<file path="src/rtl/celldel_pkg.sv">
// Shared types and the header-check arithmetic for the cell delineator.
// Assumes byte-serial input, most significant bit first.
package celldel_pkg;

    typedef enum logic [1:0] {
        ST_HUNT    = 2'd0,
        ST_PRESYNC = 2'd1,
        ST_SYNC    = 2'd2
    } dl_state_e;

    localparam logic [7:0] HEC_COSET = 8'h55;
    localparam logic [7:0] HEC_POLY  = 8'h07;

    // Advance a CRC-8 (x^8+x^2+x+1) by one byte, MSB first.
    function automatic logic [7:0] hec_step(input logic [7:0] acc, input logic [7:0] din);
        logic [7:0] r;
        r = acc;
        for (int i = 7; i >= 0; i--) begin
            if (r[7] ^ din[i]) r = {r[6:0], 1'b0} ^ HEC_POLY;
            else               r = {r[6:0], 1'b0};
        end
        return r;
    endfunction

endpackage

</file>
<file path="src/rtl/celldel_slot.sv">
// Byte position tracker within the assumed container.
// Counts accepted bytes modulo TC_LEN. A slip request (or one pending from
// an idle cycle) makes the next valid byte uncounted, which shifts the
// assumed boundary one byte later. Assumes TC_LEN >= HDR_LEN + 4, so a
// held byte always falls in the payload.
module celldel_slot #(
    parameter int TC_LEN  = 16,
    parameter int HDR_LEN = 4
) (
    input  logic clk,
    input  logic rst_n,
    input  logic in_valid,
    input  logic slip_req,
    output logic take,
    output logic at_first,
    output logic in_hdr,
    output logic at_hec
);
    localparam int PW = (TC_LEN > 2) ? $clog2(TC_LEN) : 1;
    localparam logic [PW-1:0] POS_LAST = PW'(TC_LEN - 1);
    localparam logic [PW-1:0] POS_HEC  = PW'(HDR_LEN);

    logic [PW-1:0] pos_q;
    logic          pend_q;
    logic          hold;

    assign hold     = slip_req | pend_q;
    assign take     = in_valid & ~hold;
    assign at_first = (pos_q == '0);
    assign in_hdr   = (pos_q < POS_HEC);
    assign at_hec   = (pos_q == POS_HEC);

    // Advance the position on counted bytes; remember a slip seen while idle.
    always_ff @(posedge clk) begin
        if (!rst_n) begin
            pos_q  <= '0;
            pend_q <= 1'b0;
        end else if (in_valid) begin
            pend_q <= 1'b0;
            if (!hold) pos_q <= (pos_q == POS_LAST) ? '0 : pos_q + 1'b1;
        end else if (slip_req) begin
            pend_q <= 1'b1;
        end
    end


    pos_range_chk: assert property (@(posedge clk) disable iff (!rst_n)
        pos_q <= POS_LAST);


    slip_in_payload_chk: assert property (@(posedge clk) disable iff (!rst_n)
        slip_req |-> (pos_q > POS_HEC));

endmodule

</file>
<file path="src/rtl/celldel_hec.sv">
// Header-check evaluator. Accumulates the CRC over header bytes and, at the
// check byte, registers one evaluation event with its pass/fail result.
// Assumes the slot tracker supplies the byte role and the take qualifier.
module celldel_hec
    import celldel_pkg::*;
(
    input  logic       clk,
    input  logic       rst_n,
    input  logic       take,
    input  logic       at_first,
    input  logic       in_hdr,
    input  logic       at_hec,
    input  logic [7:0] in_byte,
    input  logic       coset_en,
    output logic       chk_evt,
    output logic       chk_ok
);
    logic [7:0] crc_q;
    logic [7:0] crc_base;
    logic [7:0] expect_hec;

    assign crc_base   = at_first ? 8'h00 : crc_q;
    assign expect_hec = crc_q ^ (coset_en ? HEC_COSET : 8'h00);

    // Fold each header byte into the running CRC.
    always_ff @(posedge clk) begin
        if (!rst_n)                crc_q <= 8'h00;
        else if (take && in_hdr)   crc_q <= hec_step(crc_base, in_byte);
    end

    // Register one evaluation per check byte together with its verdict.
    always_ff @(posedge clk) begin
        if (!rst_n) begin
            chk_evt <= 1'b0;
            chk_ok  <= 1'b0;
        end else begin
            chk_evt <= take & at_hec;
            chk_ok  <= take & at_hec & (in_byte == expect_hec);
        end
    end


    evt_single_chk: assert property (@(posedge clk) disable iff (!rst_n)
        chk_evt |=> !chk_evt);

endmodule

</file>
<file path="src/rtl/celldel_fsm.sv">
// Delineation state machine. Consumes one check verdict per container and
// walks hunt -> presync -> sync with programmable entry/loss thresholds
// (zero selects the defaults). While hunting it counts failures and issues
// a one-cycle slip request every SLIP_AFTER of them.
module celldel_fsm
    import celldel_pkg::*;
#(
    parameter int THR_W      = 4,
    parameter int DELTA_DEF  = 8,
    parameter int ALPHA_DEF  = 7,
    parameter int SLIP_AFTER = 8
) (
    input  logic             clk,
    input  logic             rst_n,
    input  logic             chk_evt,
    input  logic             chk_ok,
    input  logic [THR_W-1:0] delta_thr,
    input  logic [THR_W-1:0] alpha_thr,
    output logic             locked,
    output logic             slip_req
);
    localparam int FW = (SLIP_AFTER > 1) ? $clog2(SLIP_AFTER + 1) : 1;
    localparam logic [FW-1:0] MISS_LAST = FW'(SLIP_AFTER - 1);

    dl_state_e        state_q, state_d;
    logic [THR_W-1:0] run_q, run_d;
    logic [FW-1:0]    miss_q, miss_d;
    logic             slip_q, slip_d;
    logic [THR_W:0]   run_nxt;
    logic [THR_W:0]   delta_eff;
    logic [THR_W:0]   alpha_eff;

    assign run_nxt   = {1'b0, run_q} + 1'b1;
    assign delta_eff = (delta_thr == '0) ? (THR_W+1)'(DELTA_DEF) : {1'b0, delta_thr};
    assign alpha_eff = (alpha_thr == '0) ? (THR_W+1)'(ALPHA_DEF) : {1'b0, alpha_thr};
    assign locked    = (state_q == ST_SYNC);
    assign slip_req  = slip_q;

    // Next-state and counter update for one check verdict.
    always_comb begin
        state_d = state_q;
        run_d   = run_q;
        miss_d  = miss_q;
        slip_d  = 1'b0;
        if (chk_evt) begin
            case (state_q)
                ST_HUNT: begin
                    if (chk_ok) begin
                        state_d = ST_PRESYNC;
                        run_d   = '0;
                        miss_d  = '0;
                    end else if (miss_q == MISS_LAST) begin
                        miss_d = '0;
                        slip_d = 1'b1;
                    end else begin
                        miss_d = miss_q + 1'b1;
                    end
                end
                ST_PRESYNC: begin
                    if (!chk_ok) begin
                        state_d = ST_HUNT;
                        run_d   = '0;
                        miss_d  = '0;
                    end else if (run_nxt == delta_eff) begin
                        state_d = ST_SYNC;
                        run_d   = '0;
                    end else begin
                        run_d = run_nxt[THR_W-1:0];
                    end
                end
                ST_SYNC: begin
                    if (chk_ok) begin
                        run_d = '0;
                    end else if (run_nxt == alpha_eff) begin
                        state_d = ST_HUNT;
                        run_d   = '0;
                        miss_d  = '0;
                    end else begin
                        run_d = run_nxt[THR_W-1:0];
                    end
                end
                default: begin
                    state_d = ST_HUNT;
                    run_d   = '0;
                    miss_d  = '0;
                end
            endcase
        end
    end

    // State, counters and the slip pulse register.
    always_ff @(posedge clk) begin
        if (!rst_n) begin
            state_q <= ST_HUNT;
            run_q   <= '0;
            miss_q  <= '0;
            slip_q  <= 1'b0;
        end else begin
            state_q <= state_d;
            run_q   <= run_d;
            miss_q  <= miss_d;
            slip_q  <= slip_d;
        end
    end


    lock_entry_chk: assert property (@(posedge clk) disable iff (!rst_n)
        $rose(locked) |-> $past(chk_evt && chk_ok));


    presync_drop_chk: assert property (@(posedge clk) disable iff (!rst_n)
        (state_q == ST_PRESYNC && chk_evt && !chk_ok) |=> (state_q == ST_HUNT));


    lock_loss_chk: assert property (@(posedge clk) disable iff (!rst_n)
        $fell(locked) |-> $past(chk_evt && !chk_ok));


    good_keeps_lock_chk: assert property (@(posedge clk) disable iff (!rst_n)
        (locked && chk_evt && chk_ok) |=> locked);


    slip_pulse_chk: assert property (@(posedge clk) disable iff (!rst_n)
        slip_req |=> !slip_req);


    slip_unlocked_chk: assert property (@(posedge clk) disable iff (!rst_n)
        slip_req |-> !locked);

endmodule

</file>
<file path="src/rtl/hec_cell_delineator.sv">
// Top of the cell delineator: slot tracker, header-check evaluator and
// delineation state machine. Assumes TC_LEN >= HDR_LEN + 4 and a byte
// stream qualified by in_valid.
module hec_cell_delineator #(
    parameter int TC_LEN     = 16,
    parameter int HDR_LEN    = 4,
    parameter int THR_W      = 4,
    parameter int DELTA_DEF  = 8,
    parameter int ALPHA_DEF  = 7,
    parameter int SLIP_AFTER = 8
) (
    input  logic             clk,
    input  logic             rst_n,
    input  logic             in_valid,
    input  logic [7:0]       in_byte,
    input  logic [THR_W-1:0] delta_thr,
    input  logic [THR_W-1:0] alpha_thr,
    input  logic             coset_en,
    output logic             locked,
    output logic             hec_good,
    output logic             slip_req
);
    logic take, at_first, in_hdr, at_hec;
    logic chk_evt, chk_ok;

    celldel_slot #(
        .TC_LEN (TC_LEN),
        .HDR_LEN(HDR_LEN)
    ) u_slot (
        .clk     (clk),
        .rst_n   (rst_n),
        .in_valid(in_valid),
        .slip_req(slip_req),
        .take    (take),
        .at_first(at_first),
        .in_hdr  (in_hdr),
        .at_hec  (at_hec)
    );

    celldel_hec u_hec (
        .clk     (clk),
        .rst_n   (rst_n),
        .take    (take),
        .at_first(at_first),
        .in_hdr  (in_hdr),
        .at_hec  (at_hec),
        .in_byte (in_byte),
        .coset_en(coset_en),
        .chk_evt (chk_evt),
        .chk_ok  (chk_ok)
    );

    celldel_fsm #(
        .THR_W     (THR_W),
        .DELTA_DEF (DELTA_DEF),
        .ALPHA_DEF (ALPHA_DEF),
        .SLIP_AFTER(SLIP_AFTER)
    ) u_fsm (
        .clk      (clk),
        .rst_n    (rst_n),
        .chk_evt  (chk_evt),
        .chk_ok   (chk_ok),
        .delta_thr(delta_thr),
        .alpha_thr(alpha_thr),
        .locked   (locked),
        .slip_req (slip_req)
    );

    assign hec_good = chk_evt & chk_ok;


    good_slip_apart_chk: assert property (@(posedge clk) disable iff (!rst_n)
        hec_good |-> !slip_req);

endmodule

</file>
<file path="config.mk">
export PLATFORM = sky130hd
export DESIGN_NAME = hec_cell_delineator
export DESIGN_NICKNAME = d
export VERILOG_FILES = /design/src/rtl/celldel_pkg.sv /design/src/rtl/celldel_slot.sv /design/src/rtl/celldel_hec.sv /design/src/rtl/celldel_fsm.sv /design/src/rtl/hec_cell_delineator.sv
export SDC_FILE = /design/constraint.sdc
export NUM_CORES = 1
export LEC_CHECK = 0
export BUFFER_PORTS_ARGS = -buffer_cell sky130_fd_sc_hd__buf_2
export CORE_MARGIN = 2
export CORE_UTILIZATION = 35
export DETAILED_ROUTE_END_ITERATION = 8
export PLACE_DENSITY = 0.54
export RECOVER_POWER = 25
export SYNTH_ARGS = -nofsm -noshare
export SYNTH_HDL_FRONTEND = slang
export SYNTH_SLANG_ARGS = --single-unit
export TNS_END_PERCENT = 100
</file>
<file path="constraint.sdc">
create_clock -name clk -period 2 [get_ports clk]
set_input_delay 0.4 -clock clk [delete_from_list [all_inputs] [get_ports clk]]
set_output_delay 0.4 -clock clk [all_outputs]
set_load 0.005 [all_outputs]
</file>
==> summary.json <==
{
  "logic_synthesis": {
    "synth.ff_latch_count": 26,
    "syn_nets": 276,
    "ys_types": 49,
    "synthDominantAreaCellType": "sky130_fd_sc_hd__dfxtp_1",
    "ys_top_cells_by_area": "sky130_fd_sc_hd__dfxtp_1, sky130_fd_sc_hd__xnor2_1, sky130_fd_sc_hd__xor2_1, sky130_fd_sc_hd__a21oi_1, sky130_fd_sc_hd__nand2_1",
    "synth-warning-count": 0,
    "ys.flop_type": "sky130_fd_sc_hd__dfxtp_1",
    "synthesized_netlist_cell_count": 249,
    "synth.cell_area_sq_um": 2000,
    "synth-async-reset-ratio_pct": 0,
    "synth_top_cell_area_share_pct": 26.1,
    "synth_seq_area_share_pct": 26.1,
    "synth.avg_cell_area_sq_um": 8.01,
    "synth_enable_flop_cells": 0
  },
  "global_routing": {
    "grt_pass1_wl_mm": 7.62,
    "first_global_vias": 1694,
    "grtUsageTotal_pct": 15.0,
    "total_overflow_reported_by_the_global_router": 0,
    "grt_max_degree": 16,
    "antenna_found_initial": 0,
    "top_usage_layer": "met2",
    "grt.met3_usage_pct": 2.49,
    "met2_usage_pct": 23.8,
    "globalRouteMet1Util_pct": 20.5
  },
  "routing": {
    "drtAntennaViolNets": 0,
    "routed_wirelength_mm": 4.52,
    "initialDrtViolationCount": 73,
    "detail_route.first_pass.iterations": 5,
    "drt-wirelength-per-cell_um": 13.0,
    "drc": 0,
    "routed-via-count": 1803,
    "vias_per_cell": 5.18
  },
  "pwr": {
    "cell_internal_pwr_mw": 1.08,
    "static-leakage-power_nw": 0.914,
    "power.share.sequential_pct": 39.5,
    "p_comb_share_pct": 31.9,
    "clock_power_share_pct": 28.6,
    "p_switching_uw": 503,
    "peakVddDrop_uv": 436,
    "switching_share_pct": 31.8,
    "power_per_cell_area_nw_per_um2": 665
  },
  "die": {
    "full_die_area_sq_um": 6320,
    "row_count": 27,
    "io_pins": 23,
    "floorplan.initialDensity_pct": 36.2,
    "chipWidth_um": 79.5,
    "die_h_um": 79.5,
    "coreArea_sq_um": 5510
  },
  "cells_and_area": {
    "final_layout_size_suffix_gt1_share_pct": 21.0,
    "n_fill_cell": 563,
    "design.final.nets": 304,
    "area_occupied_by_multi_input_gates_sq_um": 1460,
    "utilization_pct": 43.2,
    "flow.area_growth_from_synthesis_pct": 19.3,
    "layout_commonest_cell": "sky130_fd_sc_hd__xnor2_1",
    "n_antenna_cell": 0,
    "final_cell_mix": "sky130_fd_sc_hd__xnor2_1, sky130_fd_sc_hd__nand2_1, sky130_fd_sc_hd__dfxtp_1, sky130_fd_sc_hd__buf_2, sky130_fd_sc_hd__nor2_1",
    "seq_area_sq_um": 524
  },
  "clocking": {
    "clock_insertion_delay_worst_skew_ns": 0.28,
    "cts_tree": "yes",
    "cts_num_sinks": 26,
    "clkSlewWorstSetupHoldPaths_ns": 0.10,
    "ctsRootBufferMaster": "sky130_fd_sc_hd__clkbuf_8",
    "cts_buffer_depth": 2,
    "cts_inserted_buffers": 3,
    "cts_htree_levels": 1
  },
  "placement": {
    "place.gp.congestion": 0.808,
    "place.port_buffers": 22,
    "hpwl_dp_mm": 3.32
  },
  "critical_path": {
    "critPathArrivalTime_ns": 2.15,
    "worstSetupStartpointType": "register",
    "worst-setup-path-type": "reg2reg",
    "cp_max_fo": 4,
    "timing.critical_path.required_ns": 2.18,
    "crit_path_end_kind": "register"
  },
  "timing": {
    "max_slew_violation_count": 0,
    "fin_worst_skew_ns": 0.00191,
    "final_hold_viol_count": 0,
    "fin_crit_share_pct": 98.7,
    "highest_achievable_clock_rate_ghz": 0.506,
    "timing.max_slew.rel_slack_pct": 64.1,
    "finalSetupTns_ns": 0,
    "max_slew.worst_pin.slew_ns": 0.538,
    "unrepaired_setup_endpoints_after_global_routing": "yes",
    "setup_violations": 0,
    "min_period_ns": 1.97
  },
  "run_status": {
    "status": "finished, final reports clean"
  },
  "hold_path": {
    "worstHoldPathType": "in2reg"
  },
  "run": {
    "maxCapViolCount": 0
  }
}
synthesized netlist by cell type (3+ instances only):
library cell / n
sky130_fd_sc_hd__nor2b_1: 4
sky130_fd_sc_hd__ha_1: 7
sky130_fd_sc_hd__mux2_2: 3
sky130_fd_sc_hd__nand2_1: 24
sky130_fd_sc_hd__and3_1: 3
sky130_fd_sc_hd__mux2i_1: 4
sky130_fd_sc_hd__a21oi_1: 18
sky130_fd_sc_hd__dfxtp_1: 26
sky130_fd_sc_hd__nand3_1: 10
sky130_fd_sc_hd__nor3_1: 9
sky130_fd_sc_hd__inv_1: 7
sky130_fd_sc_hd__xor2_1: 16
sky130_fd_sc_hd__o22ai_1: 4
sky130_fd_sc_hd__xnor2_1: 27
sky130_fd_sc_hd__nand4_1: 5
sky130_fd_sc_hd__nor2_1: 18
sky130_fd_sc_hd__o21ai_0: 11
sky130_fd_sc_hd__nand2b_1: 4
sky130_fd_sc_hd__clkbuf_1: 11
what timing repair did:
item	in CTS	in global routing
hold buffers	0	0
pin swaps	1	5
gates resized for setup	3	14
endpoints found under the setup margin	4	11
buffers inserted	1	1
power by group through the flow:
stage	Sequential, mW	Clock (mW)	Combinational (mW)
after floorplan	0.588	0	0.442
after global placement	0.638	0	0.492
after detailed placement	0.638	0	0.497
after CTS	0.626	0.474	0.503
after global routing	0.634	0.487	0.562
final	0.625	0.453	0.504
worst max-delay path: stages, from the launching register on:
cell                      delay [ns]
sky130_fd_sc_hd__dfxtp_2        0.34
sky130_fd_sc_hd__ha_4           0.28
sky130_fd_sc_hd__or3b_4         0.39
sky130_fd_sc_hd__o22ai_4        0.13
sky130_fd_sc_hd__a21oi_2        0.06
sky130_fd_sc_hd__o21ai_2        0.23
sky130_fd_sc_hd__a21oi_2        0.12
sky130_fd_sc_hd__a221o_1        0.32
final cells by class:
cell class | instances | area share (%)
repair buffers | 36 | 8.62
clock inverters | 1 | 1.26
well taps | 72 | 3.78
clock buffers | 3 | 1.73
inverters | 7 | 1.10
multi-input cells | 203 | 61.5
flip-flops and latches | 26 | 22.0
state kept, by name (all words and copies together) (netlist names):
| name | flops |
|---|---|
| u_hec.chk_ok | 1 |
| u_fsm.miss_q | 4 |
| u_fsm.slip_req | 1 |
| u_slot.pos_q | 4 |
| u_fsm.state_q | 2 |
| u_fsm.run_q | 4 |
| u_slot.pend_q | 1 |
| u_hec.chk_evt | 1 |
| u_hec.crc_q | 8 |
logic make-up after synthesis:
family	share of synthesized area, %
simple gates	22.5
compound gates	18.2
xor+xnor	21.2
flops	26.1
buf+inv	3.95
mux	3.70
fa+ha+maj	4.39
layer usage:
layer | up-vias | wire [um] | part of all wire [%]
li1 | 933 | - | -
met1 | 832 | 2220 | 49
met2 | 32 | 2080 | 46
met3 | 6 | 165 | 3.6
met4 | 0 | 59 | 1.3
met5 | - | 0 | 0
per-stage QoR:
step / hold WS [ns] / area, sq um / worst slack (ns) / instances / power, mW
3_5_place_dp: 0.482 / 2250 / -0.0680 / 342 / 1.13
5_1_grt: 0.346 / 2380 / -0.0850 / 348 / 1.68
6_report: 0.341 / 2380 / 0.0250 / 348 / 1.58
4_1_cts: 0.329 / 2340 / 0.00217 / 347 / 1.60
3_3_place_gp: 0.488 / 2250 / -0.0325 / 342 / 1.13
2_1_floorplan: 0.455 / 2010 / 0.0412 / 249 / 1.03
final timing paths:
path	startpoint	depth (start not counted)	slack [ns]	to
worst min-delay path	in_valid	2	0.34	u_slot.pend_q
worst min register to register	u_fsm.state_q[0]	2	0.50	u_fsm.state_q[0]
worst max register to register	u_fsm.run_q[1]	7	0.03	u_fsm.run_q[3]
worst max-delay path	u_fsm.run_q[1]	7	0.03	u_fsm.run_q[3]
Power figures use the tool's default switching activity.
